File: src/rtl/dma_prog_regs.sv
module dma_prog_regs #(
  parameter int CNT_W = 14,
  parameter int HI_W  = 13,
  parameter int LO_W  = 8
) (
  input  logic                  clk,
  input  logic                  rst_n,
  input  logic                  wr_en,
  input  logic                  reg_sel,
  input  logic [HI_W+1:0]       cpu_addr,
  input  logic [CNT_W+1:0]      wr_data,
  output logic [CNT_W+1:0]      rd_data,
  output logic [CNT_W-1:0]      count,
  output logic                  dir_rd,
  output logic                  dma_en,
  output logic [HI_W+LO_W:0]    dma_addr,
  output logic                  dummy_req
);
  localparam int HALF_BIT = HI_W + 1;
  localparam int AW       = HI_W + LO_W + 1;

  logic [HI_W-1:0] addr_hi;
  logic [LO_W-1:0] addr_lo;
  logic            cnt_wr, adr_wr;
  logic [CNT_W-1:0] cnt_next;

  assign cnt_wr   = wr_en && !reg_sel;
  assign adr_wr   = wr_en && reg_sel;
  assign cnt_next = wr_data[CNT_W-1:0] + {{(CNT_W-1){1'b0}}, !wr_data[CNT_W]};

  always_ff @(posedge clk) begin
    if (!rst_n) begin
      count     <= '0;
      dir_rd    <= 1'b0;
      dma_en    <= 1'b0;
      dummy_req <= 1'b0;
    end else begin
      dummy_req <= cnt_wr && !wr_data[CNT_W];
      if (cnt_wr) begin
        count  <= cnt_next;
        dir_rd <= wr_data[CNT_W];
        dma_en <= wr_data[CNT_W+1];
      end
    end
  end

  always_ff @(posedge clk) begin
    if (!rst_n) begin
      addr_hi <= '0;
      addr_lo <= '0;
    end else if (adr_wr) begin
      if (cpu_addr[HALF_BIT]) addr_hi <= cpu_addr[HI_W:1];
      else                    addr_lo <= cpu_addr[LO_W:1];
    end
  end

  assign dma_addr = {addr_hi, addr_lo, 1'b0};
  assign rd_data  = {2'b11, count};

  logic unused_ok;
  assign unused_ok = ^{cpu_addr[0], AW[0]};
endmodule


File: config.mk
export PLATFORM = sky130hd
export DESIGN_NAME = dma_prog_regs
export DESIGN_NICKNAME = d
export VERILOG_FILES = /design/src/rtl/dma_prog_regs.sv
export SDC_FILE = /design/constraint.sdc
export NUM_CORES = 1
export LEC_CHECK = 0
export BUFFER_PORTS_ARGS = -buffer_cell sky130_fd_sc_hd__buf_2
export CORE_MARGIN = 4
export CORE_UTILIZATION = 45
export CTS_CLUSTER_SIZE = 24
export DETAILED_ROUTE_END_ITERATION = 10
export PLACE_DENSITY = 0.78
export SLEW_MARGIN = 20
export SYNTH_ARGS = -nofsm -noshare
export SYNTH_HDL_FRONTEND = slang
export SYNTH_SLANG_ARGS = --single-unit
File: constraint.sdc
create_clock -name clk -period 1.96 [get_ports clk]
set_input_delay 0.294 -clock clk [delete_from_list [all_inputs] [get_ports clk]]
set_output_delay 0.294 -clock clk [all_outputs]
set_load 0.05 [all_outputs]
# Word-level counts from Yosys, hierarchy flattened
# Cells that the tools add are included.
# word_totals
reg_bits,38
inputBits,35
elab_cells,15
# op_classes
addsub,1
n_reduce_logical,7
bitwise,1
# op_table
operator,n
14-bit by 1-bit adder with 14-bit output,1
2-bit AND reduction,2
1-bit logical AND,3
1-bit logical NOT,2
1-bit inverter,1

# Logic depth before layout (Yosys ltp)
# logic_depth
word_depth,3
mapped_depth,6

# Least setup slack after synthesis
# Ideal clock, no wire load.
# synth_timing
kind,input to register
from,in wr_data[14]
to,reg count[12]
path_slack_ps,477
stages,6
setup_ps,74
arrival_time_ps,1408
required_ps,1886
path_cell_list,inv_1 > ha_1 > ha_1 > nand3_1 > or4_1 > a31oi_1
# synth_between
elab_chain_len,2
# synth_rtl
element,line,text
start: declaration,11,"input logic [CNT_W+1:0] wr_data,"
1-bit logical NOT,29,"assign cnt_next = wr_data[CNT_W-1:0] + {{(CNT_W-1){1'b0}}, !wr_data[CNT_W]};"
14-bit by 1-bit adder with 14-bit output,29,
end signal: assignment,40,count <= cnt_next;
end: declaration,13,"output logic [CNT_W-1:0] count,"
# No other way between the ends.
# A chain may end at the register's enable or synchronous reset.

# Worst setup path after layout
# Ends and elaborated chain as after synthesis.

==> flow_summary.ini <==
[power]
ir_worst_vdd_mv = 0.401
leakage_nw = 1.04
pwr-share-clk_pct = 30.5
p_int_w = 0.00119
seq_power_share_pct = 46.3
switching_power_w = 0.000592
p_comb_share_pct = 23.1
power_density_mw_per_mm2 = 830
switching_share_pct = 33.2

[cts]
cts_root_buf = clkbuf_8
hold_buffers = 0
clock_path_buffers = 2
clk_pin_slew_ns = 0.07
cts_tree = done
clock_latency_ns = 0.29
post_cts_buffers = 0
cts_sinks = 38
cts_inserted_buffers = 5
htree_levels = 2
cts_resized = 0

[finish]
post-route-cell-area_mm2 = 0.00215
num-nets-final = 312
antenna_cells = 0
drive_gt1_share_pct = 35.5
area_growth_pct = 24.3

[synthesis]
ys.warnings.count = 0
yosysTopAreaCell = dfxtp_1
synth_seq_cells = 38
synthCells = 208
synth_area_leaders = dfxtp_1, nand2_1, buf_4
seq_area_frac_synth_pct = 44.0
syn_area_mm2 = 0.00173
syn_area_per_cell_um2 = 8.31
yosys_most_used_dff = dfxtp_1
synthTopCellsByCount = dfxtp_1, nand2_1, a21oi_1, buf_4
netlist-cell-type-count = 34
synthArstFlopShare_pct = 0
yosysTopAreaCellShare_pct = 44.0
synth-edff-count = 0

[global_routing]
grt_start_max_net_pins = 28
grt.overflow.total = 0
grt_pass1_wl_mm = 6.73
grt_pass1_vias = 1468
antenna_found_initial = 0
grt_usage_pct = 17.0

[floorplanning]
io_pins = 90
initial_core_util_pct = 46.8
core_mm2 = 0.00369
dieArea_mm2 = 0.00490
die_y_um = 70.0
rows = 22
die_w_um = 70.0

[critical_path]
worst-path-buf-inv = 2
crit_type = input pin to flop
cp_cell_sequence = buf_2 > inv_1 > ha_1 > ha_1 > nand3_1 > or4_1 > a31oi_1
critPathLaunchType = input pin
cpMaxStageDelayCell = or4_1
cp.required_ns = 2.18
arrival_ns = 1.65
slowest_delay_ns = 0.50
path_delay_family = simple AND/OR/NAND/NOR gates
cp_max_fo = 4
cp-end-kind = flop
path_common_cell = ha_1

[drt]
viasPerCell = 4.97
wirelength_mm = 4.12
first_pass_iters = 4
route.detailed.drc = 0
wl_per_cell_um = 12.7
drt_first_iter_violations = 79
vias = 1609
drtAntennaViolNets = 0

[run]
cap_violations = 0

[timing]
setup_viol = 0
setup_tns_ns = 0
fmax_ghz = 0.699
finalHoldViolCount = 0
slew_headroom_pct = 65.4
fin_worst_skew_ns = 0
min_period_over_period_pct = 73.0
grt_setup_unrepaired = false
period_needed_ns = 1.43
worst_pin_slew_ns = 0.518
drv_slew = 0

[worst_hold_path]
hp-class = input pin to flop

[place]
dp.final_hpwl_mm = 3.09
port_buffers = 85
gp_congestion = 0.855
dpl_cell_area_mm2 = 0.00206

[outcome]
outcome = completed
[cell families (layout without fill, tap and decap cells)]
kind of cell,count (synthesis),after routing,share of synthesized area [%]
AO/OA/AOI/OAI,46,46,15.5
XOR/XNOR,3,3,1.52
adder cells (fa/ha/maj),2,2,1.45
buffers and inverters,31,98,11.0
flip-flops,38,38,44.0
multiplexers,8,8,4.63
other,2,3,0.435
AND/OR/NAND/NOR,78,78,21.4
[flip-flops by register name, summed over array words and instances (netlist names)]
register and flops:
count 14, addr_hi 13, addr_lo 8, dir_rd 1, dma_en 1, dummy_req 1
[cell usage in the layout (no fill, tap or decap), drive strengths merged, types with 2 or more instances in the layout]
cell,instances
or3,5
nand4,4
a21oi,17
nand2,38
mux2i,8
xor2,2
nand3,7
buf,88
inv,2
a211oi,4
o21ai,12
conb,3
dfxtp,38
or4,4
nand3b,2
clkbuf,7
a31oi,7
nor2,12
ha,2
o31ai,3
[stage by stage]
step	std cells	total power, W	hold WS, ns	util, %	worst slack, ns
floorplan	209	0.00117	0.373	-	0.477
global placement	316	0.00125	0.439	55.8	0.266
detailed placement	316	0.00126	0.443	55.8	0.238
CTS	324	0.00181	0.196	58.2	0.545
global route	324	0.00187	0.205	58.2	0.352
finish	324	0.00178	0.206	58.2	0.530
[path summary, 6_finish.rpt]
path	start	endpoint	slack, ns	cells after the start
worst max-delay path	wr_data[14]	count[12]$_SDFFE_PN0P_	0.53	7
worst min-delay path	wr_data[14]	dummy_req$_SDFF_PN0_	0.21	2
worst max register to register	count[2]$_SDFFE_PN0P_	count[2]$_SDFFE_PN0P_	1.22	2
worst min register to register	addr_hi[7]$_SDFFE_PN0P_	addr_hi[7]$_SDFFE_PN0P_	0.45	2
[power groups by stage]
stage                     combinational, W  clock, W  sequential, W
final                             0.000412  0.000545       0.000827
after global routing              0.000438  0.000601       0.000833
after global placement            0.000412         0       0.000843
after detailed placement          0.000413         0       0.000845
after CTS                         0.000414  0.000569       0.000827
after floorplan                   0.000199         0       0.000967
[final cells by class]
type | count | area (um2)
sequential | 38 | 761
timing repair buffer | 88 | 448
multi-input combinational | 140 | 781
fill | 378 | 1540
inverter | 2 | 7.51
tap | 48 | 60.1
clock buffer | 7 | 86.3
clock inverter | 1 | 5.00
[metal layers]
metal	vias up	track usage, %	share of wire, %
met5	-	0	0
met4	0	6.81	1.9
met3	9	6.04	7.8
met2	55	26.4	44
met1	712	21.2	46
li1	833	-	-
(Power assumes the default switching activity.)
